File: src/rtl/fdc_fe_pkg.sv
package fdc_fe_pkg;

  typedef enum logic [1:0] {
    PH_CMD  = 2'd0,
    PH_EXEC = 2'd1,
    PH_RES  = 2'd2
  } fe_phase_e;

  localparam logic [7:0] ST0_INVALID = 8'h80;

endpackage

File: src/rtl/fdc_len_decode.sv
module fdc_len_decode #(
  parameter int LEN_W = 4
) (
  input  logic [7:0]       opcode,
  output logic [LEN_W-1:0] total_len,
  output logic             known
);

  always_comb begin
    known = 1'b1;
    unique case (opcode[4:0])
      5'h02, 5'h05, 5'h06, 5'h09, 5'h0C: total_len = LEN_W'(9);
      5'h0D:                             total_len = LEN_W'(6);
      5'h03, 5'h0F:                      total_len = LEN_W'(3);
      5'h04, 5'h07, 5'h0A:               total_len = LEN_W'(2);
      5'h08:                             total_len = LEN_W'(1);
      default: begin
        total_len = '0;
        known     = 1'b0;
      end
    endcase
  end

endmodule

File: src/rtl/fdc_resp_timer.sv
module fdc_resp_timer #(
  parameter int DLY_W = 4
) (
  input  logic             clk,
  input  logic             rst_n,
  input  logic             load,
  input  logic [DLY_W-1:0] load_val,
  output logic             ready
);

  logic [DLY_W-1:0] cnt_q, cnt_d;

  always_comb begin
    cnt_d = cnt_q;
    if (load)
      cnt_d = load_val;
    else if (cnt_q != '0)
      cnt_d = cnt_q - DLY_W'(1);
  end

  always_ff @(posedge clk or negedge rst_n) begin
    if (!rst_n) cnt_q <= '0;
    else        cnt_q <= cnt_d;
  end

  assign ready = (cnt_q == '0);

  AST_GAP_STARTS: assert property (@(posedge clk) disable iff (!rst_n)
    (load && load_val != '0) |=> !ready);
  AST_GAP_ENDS: assert property (@(posedge clk) disable iff (!rst_n)
    (!load && cnt_q == DLY_W'(1)) |=> ready);

endmodule

File: src/rtl/fdc_byte_gather.sv
module fdc_byte_gather #(
  parameter int DW    = 8,
  parameter int MAXB  = 9,
  parameter int CNT_W = 4
) (
  input  logic               clk,
  input  logic               rst_n,
  input  logic               push,
  input  logic               clr,
  input  logic [DW-1:0]      din,
  output logic [CNT_W-1:0]   count,
  output logic [MAXB*DW-1:0] bytes_flat
);

  logic [CNT_W-1:0] count_q, count_d;
  logic [DW-1:0]    slot_q [MAXB];

  always_comb begin
    count_d = count_q;
    if (clr)
      count_d = '0;
    else if (push && count_q < CNT_W'(MAXB))
      count_d = count_q + CNT_W'(1);
  end

  always_ff @(posedge clk or negedge rst_n) begin
    if (!rst_n) count_q <= '0;
    else        count_q <= count_d;
  end

  for (genvar g = 0; g < MAXB; g++) begin : g_slot
    always_ff @(posedge clk or negedge rst_n) begin
      if (!rst_n)
        slot_q[g] <= '0;
      else if (push && count_q == CNT_W'(g))
        slot_q[g] <= din;
    end
    assign bytes_flat[g*DW +: DW] = slot_q[g];
  end

  assign count = count_q;

  AST_GATHER_BOUND: assert property (@(posedge clk) disable iff (!rst_n)
    count_q <= CNT_W'(MAXB));

endmodule

File: src/rtl/fdc_result_queue.sv
module fdc_result_queue #(
  parameter int DW    = 8,
  parameter int MAXB  = 9,
  parameter int CNT_W = 4
) (
  input  logic               clk,
  input  logic               rst_n,
  input  logic               load,
  input  logic [CNT_W-1:0]   load_len,
  input  logic [MAXB*DW-1:0] load_flat,
  input  logic               pop,
  output logic [DW-1:0]      head,
  output logic [CNT_W-1:0]   remaining
);

  logic [CNT_W-1:0] idx_q, idx_d;
  logic [CNT_W-1:0] rem_q, rem_d;
  logic [CNT_W-1:0] len_clamped;
  logic [DW-1:0]    slot_q [MAXB];

  assign len_clamped = (load_len > CNT_W'(MAXB)) ? CNT_W'(MAXB) : load_len;

  always_comb begin
    idx_d = idx_q;
    rem_d = rem_q;
    if (load) begin
      idx_d = '0;
      rem_d = len_clamped;
    end else if (pop && rem_q != '0) begin
      idx_d = idx_q + CNT_W'(1);
      rem_d = rem_q - CNT_W'(1);
    end
  end

  always_ff @(posedge clk or negedge rst_n) begin
    if (!rst_n) begin
      idx_q <= '0;
      rem_q <= '0;
    end else begin
      idx_q <= idx_d;
      rem_q <= rem_d;
    end
  end

  for (genvar g = 0; g < MAXB; g++) begin : g_slot
    always_ff @(posedge clk or negedge rst_n) begin
      if (!rst_n)
        slot_q[g] <= '0;
      else if (load)
        slot_q[g] <= load_flat[g*DW +: DW];
    end
  end

  always_comb begin
    head = '0;
    for (int k = 0; k < MAXB; k++)
      if (idx_q == CNT_W'(k)) head = slot_q[k];
  end

  assign remaining = rem_q;

  AST_POP_NONEMPTY: assert property (@(posedge clk) disable iff (!rst_n)
    (pop && !load) |-> rem_q != '0);

endmodule

File: src/rtl/fdc_cmd_port.sv
module fdc_cmd_port
  import fdc_fe_pkg::*;
#(
  parameter  int DW    = 8,
  parameter  int MAXB  = 9,
  parameter  int DLY_W = 4,
  localparam int CNT_W = $clog2(MAXB + 1)
) (
  input  logic               clk,
  input  logic               rst_n,
  input  logic               host_wr,
  input  logic               host_rd,
  input  logic [DW-1:0]      host_wdata,
  output logic [DW-1:0]      host_rdata,
  output logic [7:0]         msr,
  output logic               irq,
  input  logic               pio_mode,
  input  logic [3:0]         seek_busy,
  input  logic [DLY_W-1:0]   resp_delay,
  output logic               cmd_valid,
  output logic [CNT_W-1:0]   cmd_len,
  output logic [MAXB*DW-1:0] cmd_bytes,
  input  logic               res_valid,
  input  logic [CNT_W-1:0]   res_len,
  input  logic [MAXB*DW-1:0] res_bytes
);

  fe_phase_e        phase_q, phase_d;
  logic [CNT_W-1:0] need_q, need_d;
  logic [CNT_W-1:0] clen_q, clen_d;
  logic             strobe_q, strobe_d;

  logic             t_ready;
  logic [CNT_W-1:0] g_cnt;
  logic [CNT_W-1:0] dec_len;
  logic             dec_known;
  logic [DW-1:0]    rq_head;
  logic [CNT_W-1:0] rq_rem;

  logic             mrq, dio, busy;
  logic             wr_acc, rd_acc, first, bad_op, last_byte;
  logic [CNT_W-1:0] eff_len;
  logic             eng_reply, rq_load;
  logic [CNT_W-1:0] rq_len;
  logic [MAXB*DW-1:0] rq_flat;

  // handshake qualifiers
  assign mrq    = t_ready && (phase_q != PH_EXEC);
  assign dio    = (phase_q == PH_RES);
  assign busy   = (phase_q != PH_CMD) || (g_cnt != '0);
  assign wr_acc = host_wr && mrq && !dio;
  assign rd_acc = host_rd && mrq && dio;

  assign first     = (g_cnt == '0);
  assign eff_len   = first ? dec_len : need_q;
  assign bad_op    = wr_acc && first && !dec_known;
  assign last_byte = wr_acc && !bad_op && ((g_cnt + CNT_W'(1)) == eff_len);

  assign eng_reply = (phase_q == PH_EXEC) && res_valid;
  assign rq_load   = bad_op || (eng_reply && res_len != '0);
  assign rq_len    = bad_op ? CNT_W'(1) : res_len;
  assign rq_flat   = bad_op ? {{((MAXB-1)*DW){1'b0}}, DW'(ST0_INVALID)} : res_bytes;

  fdc_len_decode #(.LEN_W(CNT_W)) u_dec (
    .opcode    (host_wdata[7:0]),
    .total_len (dec_len),
    .known     (dec_known)
  );

  fdc_resp_timer #(.DLY_W(DLY_W)) u_tmr (
    .clk      (clk),
    .rst_n    (rst_n),
    .load     (wr_acc || rd_acc),
    .load_val (resp_delay),
    .ready    (t_ready)
  );

  fdc_byte_gather #(.DW(DW), .MAXB(MAXB), .CNT_W(CNT_W)) u_gather (
    .clk        (clk),
    .rst_n      (rst_n),
    .push       (wr_acc && !bad_op),
    .clr        (bad_op || last_byte),
    .din        (host_wdata),
    .count      (g_cnt),
    .bytes_flat (cmd_bytes)
  );

  fdc_result_queue #(.DW(DW), .MAXB(MAXB), .CNT_W(CNT_W)) u_resq (
    .clk       (clk),
    .rst_n     (rst_n),
    .load      (rq_load),
    .load_len  (rq_len),
    .load_flat (rq_flat),
    .pop       (rd_acc),
    .head      (rq_head),
    .remaining (rq_rem)
  );

  // next state
  always_comb begin
    phase_d  = phase_q;
    need_d   = need_q;
    clen_d   = clen_q;
    strobe_d = 1'b0;
    unique case (phase_q)
      PH_CMD: begin
        if (wr_acc && first && dec_known)
          need_d = dec_len;
        if (bad_op) begin
          phase_d = PH_RES;
        end else if (last_byte) begin
          phase_d  = PH_EXEC;
          clen_d   = eff_len;
          strobe_d = 1'b1;
        end
      end
      PH_EXEC: begin
        if (eng_reply)
          phase_d = (res_len == '0) ? PH_CMD : PH_RES;
      end
      PH_RES: begin
        if (rd_acc && rq_rem == CNT_W'(1))
          phase_d = PH_CMD;
      end
      default: phase_d = PH_CMD;
    endcase
  end

  // state registers
  always_ff @(posedge clk or negedge rst_n) begin
    if (!rst_n) begin
      phase_q  <= PH_CMD;
      need_q   <= '0;
      clen_q   <= '0;
      strobe_q <= 1'b0;
    end else begin
      phase_q  <= phase_d;
      need_q   <= need_d;
      clen_q   <= clen_d;
      strobe_q <= strobe_d;
    end
  end

  assign msr        = {mrq, dio, pio_mode, busy, seek_busy};
  assign irq        = pio_mode && mrq && busy;
  assign host_rdata = dio ? rq_head : '0;
  assign cmd_valid  = strobe_q;
  assign cmd_len    = clen_q;

  AST_STROBE_PULSE: assert property (@(posedge clk) disable iff (!rst_n)
    cmd_valid |=> !cmd_valid);
  AST_STROBE_BUSY: assert property (@(posedge clk) disable iff (!rst_n)
    cmd_valid |-> (msr[4] && !msr[7]));
  AST_BAD_NO_STROBE: assert property (@(posedge clk) disable iff (!rst_n)
    bad_op |=> !cmd_valid);
  AST_BAD_ONE_RESULT: assert property (@(posedge clk) disable iff (!rst_n)
    bad_op |=> (msr[6] && rq_rem == CNT_W'(1) && host_rdata == DW'(ST0_INVALID)));
  AST_IRQ_QUAL: assert property (@(posedge clk) disable iff (!rst_n)
    irq |-> (t_ready && g_cnt != '0 || phase_q == PH_RES));
  AST_WRONG_DIR_READ: assert property (@(posedge clk) disable iff (!rst_n)
    (host_rd && !host_wr && phase_q == PH_CMD) |=> $stable(g_cnt));
  AST_DIO_NEEDS_BUSY: assert property (@(posedge clk) disable iff (!rst_n)
    msr[6] |-> msr[4]);

endmodule

File: config.mk
export PLATFORM = sky130hd
export DESIGN_NAME = fdc_cmd_port
export DESIGN_NICKNAME = d
export VERILOG_FILES = /design/src/rtl/fdc_fe_pkg.sv /design/src/rtl/fdc_len_decode.sv /design/src/rtl/fdc_resp_timer.sv /design/src/rtl/fdc_byte_gather.sv /design/src/rtl/fdc_result_queue.sv /design/src/rtl/fdc_cmd_port.sv
export SDC_FILE = /design/constraint.sdc
export NUM_CORES = 1
export LEC_CHECK = 0
export BUFFER_PORTS_ARGS = -buffer_cell sky130_fd_sc_hd__buf_2
export CAP_MARGIN = 20
export CORE_MARGIN = 8
export CORE_UTILIZATION = 54
export DETAILED_ROUTE_END_ITERATION = 8
export GPL_TIMING_DRIVEN = 1
export PLACE_DENSITY_LB_ADDON = 0.15
export SLEW_MARGIN = 20
export SYNTH_ARGS = -nofsm -noshare
export SYNTH_HDL_FRONTEND = slang
export SYNTH_HIERARCHICAL = 1
export SYNTH_SLANG_ARGS = --single-unit
File: constraint.sdc
create_clock -name clk -period 6.75 [get_ports clk]
set_input_delay 0.675 -clock clk [delete_from_list [all_inputs] [get_ports clk]]
set_output_delay 0.675 -clock clk [all_outputs]
set_load 0.03 [all_outputs]
==> results_tabular.tex <==
\begin{tabular}{lr}
\hline
Metric & Value \\
\hline
\multicolumn{2}{l}{\textbf{Yosys}} \\
\quad Post-synthesis cell area & 0.00872 mm\^{}2 \\
\quad Synth unique cells & 62 \\
\quad Synthesized-area fraction occupied by and/or/nand/nor cells & 14.6\% \\
\quad Count of synthesis-stage warnings from yosys & 6 \\
\quad Largest family of logic cells by synthesized area & multiplexers \\
\quad Asr flop ratio synth & 100\% \\
\quad Gate count of the mapped netlist & 783 \\
\quad Synthesized area divided by synthesized cell count & 11.1 um\^{}2 \\
\quad Sequential element share of the synthesized area & 49.1\% \\
\quad Count of flip-flops with a built-in enable after synthesis & 0 \\
\quad Compound-cell area share of the yosys netlist & 9.58\% \\
\quad Xor/xnor cell area share of the yosys netlist & 1.41\% \\
\quad Commonest register cell after synthesis & sky130\_fd\_sc\_hd\_\_dfrtp\_1 \\
\quad Synth Area in Adders & 1.87\% \\
\quad Fraction of synthesized area in multiplexers & 17.6\% \\
\quad Post-synthesis net count & 894 \\
\quad Register bit count reported by yosys & 171 \\
\multicolumn{2}{l}{\textbf{Worst setup path}} \\
\quad List of cells traversed by the critical path & inv\_1, ha\_1, nor3b\_4, nand4b\_1, nor3\_2, buf\_4, a21o\_4, buf\_4, mux2\_2 \\
\quad Critical register-to-register path endpoint & u\_resq/slot\_q[42] \\
\quad FF-to-FF path depth & 9 \\
\quad Critical Path Sink Type & register \\
\quad Crit-path max FO & 78 \\
\quad Critical path buffers and inverters & 3 \\
\quad Slowest cell on crit path & sky130\_fd\_sc\_hd\_\_buf\_4 \\
\quad Type of the worst setup path & reg2reg \\
\quad Startpoint of the lowest-slack register-to-register path & u\_tmr/cnt\_q[0] \\
\quad Family with the most delay on the worst path & buffers and inverters \\
\quad Arrival @ worst endpoint & 4100 ps \\
\quad Cell seen most often among critical-path stages & sky130\_fd\_sc\_hd\_\_buf\_4 \\
\quad Slowest cell delay on critical path & 640 ps \\
\quad Worst reg2reg setup slack & 2960 ps \\
\quad Required @ worst endpoint & 7060 ps \\
\quad Kind of launch point of the worst setup path & register \\
\multicolumn{2}{l}{\textbf{Detailed routing}} \\
\quad Vias per Instance & 5.32 \\
\quad Top routing layer used & met4 \\
\quad Total met2 wirelength after detailed routing & 9.75 mm \\
\quad Number of design rule violations left after detail routing & 0 \\
\quad Post-route antenna net violation count & 0 \\
\quad 1st-pass router iterations & 7 \\
\quad Count of routing violations after the opening detailed-route iteration & 294 \\
\quad Met3 routed wirelength & 1.77 mm \\
\quad Total vias in the final route & 6,155 \\
\quad Post-Route M1 WL & 8.72 mm \\
\quad Detailed-route wire length & 20.5 mm \\
\quad Wire length per cell & 17.7 um \\
\multicolumn{2}{l}{\textbf{Clock tree}} \\
\quad Number of clock sinks & 171 \\
\quad Clock latency on the worst-skew pair & 430 ps \\
\quad Post-cts gate resize count & 0 \\
\quad Buffer cell driving the clock tree root & sky130\_fd\_sc\_hd\_\_clkbuf\_16 \\
\quad Total number of H-tree levels & 4 \\
\quad Number of CTS-inserted buffers & 17 \\
\quad Cts hold-fix bufs & 0 \\
\quad Count of buffers added by post-CTS timing repair for setup & 0 \\
\quad CTS tree & done \\
\quad Reg clk slew, reported paths & 70 ps \\
\quad Buffer levels on the longest clock path & 2 \\
\multicolumn{2}{l}{\textbf{Timing}} \\
\quad Slew of the pin with the lowest slew margin & 909 ps \\
\quad Highest clock rate & 264 MHz \\
\quad Largest clock skew in the final design & 7.33 ps \\
\quad Max Slew Vio Count & 0 \\
\quad Tightest slew margin relative to the limit & 39.4\% \\
\quad Final setup violation count & 0 \\
\quad RSZ-0062 raised after global routing & no \\
\quad PnR worst setup slack & 2960 ps \\
\quad Fin. Hold Viols & 0 \\
\quad Min Tclk post-route & 3790 ps \\
\quad Fin crit share & 56.2\% \\
\quad Total negative slack & 0 ps \\
\multicolumn{2}{l}{\textbf{Placement}} \\
\quad Routability-driven placement congestion ratio & 0.841 \\
\quad Count of input and output buffers & 183 \\
\quad Final HPWL from detailed placement & 14.7 mm \\
\quad Worst-case setup slack after placement & 2930 ps \\
\multicolumn{2}{l}{\textbf{Floorplanning}} \\
\quad Top-level I/O count & 192 \\
\quad Starting utilization of the core area & 55.1\% \\
\quad Floorplan die height & 143 um \\
\quad Standard-cell row count & 46 \\
\quad Width of the die & 143 um \\
\quad DIE AREA & 0.0205 mm\^{}2 \\
\quad Std-Cell Core Area & 0.0158 mm\^{}2 \\
\multicolumn{2}{l}{\textbf{Power}} \\
\quad Cell leakage power & 5.06 nW \\
\quad PD cells & 400 mW/mm\^{}2 \\
\quad IR Drop Worst-Case VDD & 0.255 mV \\
\multicolumn{2}{l}{\textbf{Job}} \\
\quad Number of max-capacitance violations reported & 0 \\
\multicolumn{2}{l}{\textbf{Global routing}} \\
\quad Total global-route track usage & 20.6\% \\
\quad Via count of the first global-routing pass & 6,401 \\
\quad Largest net degree at the start of global routing & 100 \\
\quad Global-route wire length before repair & 33.1 mm \\
\quad Remaining Overflow, GRT & 0 \\
\quad Antenna violations before repair & 0 \\
\multicolumn{2}{l}{\textbf{Final layout}} \\
\quad Area delta synth->final & 16.9\% \\
\quad Antenna cells & 0 \\
\quad Share of post-route cells with drive strength above 1 & 38.7\% \\
\quad Most frequent cells in the layout & sky130\_fd\_sc\_hd\_\_buf\_2, sky130\_fd\_sc\_hd\_\_dfrtp\_1, sky130\_fd\_sc\_hd\_\_mux2\_2 \\
\quad Most frequent standard cell in the layout excluding fill and tap cells & sky130\_fd\_sc\_hd\_\_buf\_2 \\
\quad Net count reported at finish & 1,040 \\
\quad Final core utilization & 64.4\% \\
\multicolumn{2}{l}{\textbf{Min path}} \\
\quad Worst hold-check path type & in2async \\
\multicolumn{2}{l}{\textbf{Outcome}} \\
\quad Outcome & finished, final reports clean \\
\hline
\end{tabular}
stage by stage:
| stage | area [um^2] | instances | hold WS (ps) | total power, W |
|---|---|---|---|---|
| 4_1_cts | 10200 | 1158 | 379 | 0.00411 |
| 3_5_place_dp | 9580 | 1126 | 474 | 0.00310 |
| 3_3_place_gp | 9580 | 1126 | 469 | 0.00306 |
| 5_1_grt | 10200 | 1158 | 430 | 0.00434 |
| 6_report | 10200 | 1158 | 336 | 0.00407 |
| 2_1_floorplan | 8720 | 783 | 379 | 0.00270 |
worst max path at each step:
stage,start,end,slack [ps],cells after the start
after floorplan,host_wdata[3],u_gather/count[0],3800,11
after global placement,host_wdata[2],u_resq/slot_q[68],2970,8
after detailed placement,host_wdata[2],u_resq/slot_q[42],2930,8
after CTS,u_tmr/cnt_q[0],u_resq/slot_q[42],2920,9
after global routing,u_tmr/cnt_q[0],u_resq/slot_q[42],2590,9
final,u_tmr/cnt_q[0],u_resq/slot_q[42],2960,9
synth_stat cells, drive strengths merged, types with 3 or more instances:
cell    instances  area share (%)
a211oi         11            0.95
a21oi          37             2.2
a222oi          8            0.92
a22oi           8            0.69
and2           12            0.86
and3            3            0.22
and3b           3            0.32
buf            37             3.2
clkbuf         22            0.96
dfrtp         171              49
ha             13             1.9
inv            40             1.7
mux2          130              17
mux2i           5            0.72
nand2          60             2.9
nand2b          4            0.29
nand3           8            0.52
nand4           3            0.36
nor2           11            0.66
nor2b          82             5.9
nor3            7            0.53
nor3b           6            0.76
o21ai          55             3.2
o22ai           3            0.22
or3b            3            0.30
xnor2          11             1.1
xor2            3            0.30
cell families after synthesis:
logic type,count (synthesis)
mux,135
xor+xnor,14
flops,171
compound gates,137
buf+inv,99
simple gates,214
fa+ha+maj,13
registers in the layout (all words and copies together) (netlist names):
name / flops
cmd_valid: 1
u_tmr/cnt_q: 4
need_q: 4
u_resq/slot_q: 72
u_resq/remaining: 4
cmd_len: 4
u_resq/idx_q: 4
phase_q: 2
u_gather/count: 4
u_gather/bytes_flat: 72
layout make-up:
type                       count  area [um^2]
multi-input combinational    513         3940
clock inverter                15          179
tap                          216          270
inverter                      40          150
timing repair buffer         186          945
fill                        1290         5640
clock buffer                  17          425
sequential                   171         4280
metal layers:
layer / global-route usage, % / vias to the layer above
met3: 7.18 / 21
met4: 6.43 / 0
met2: 32.2 / 174
met5: 0 / -
met1: 26.3 / 2968
li1: - / 2992
report_power, final:
part	internal, W	switching [W]
combinational	0.000580	0.000825
sequential	0.00142	0.000250
clock	0.000562	0.000441
total	0.00256	0.00152
Power figures use the tool's default switching activity.
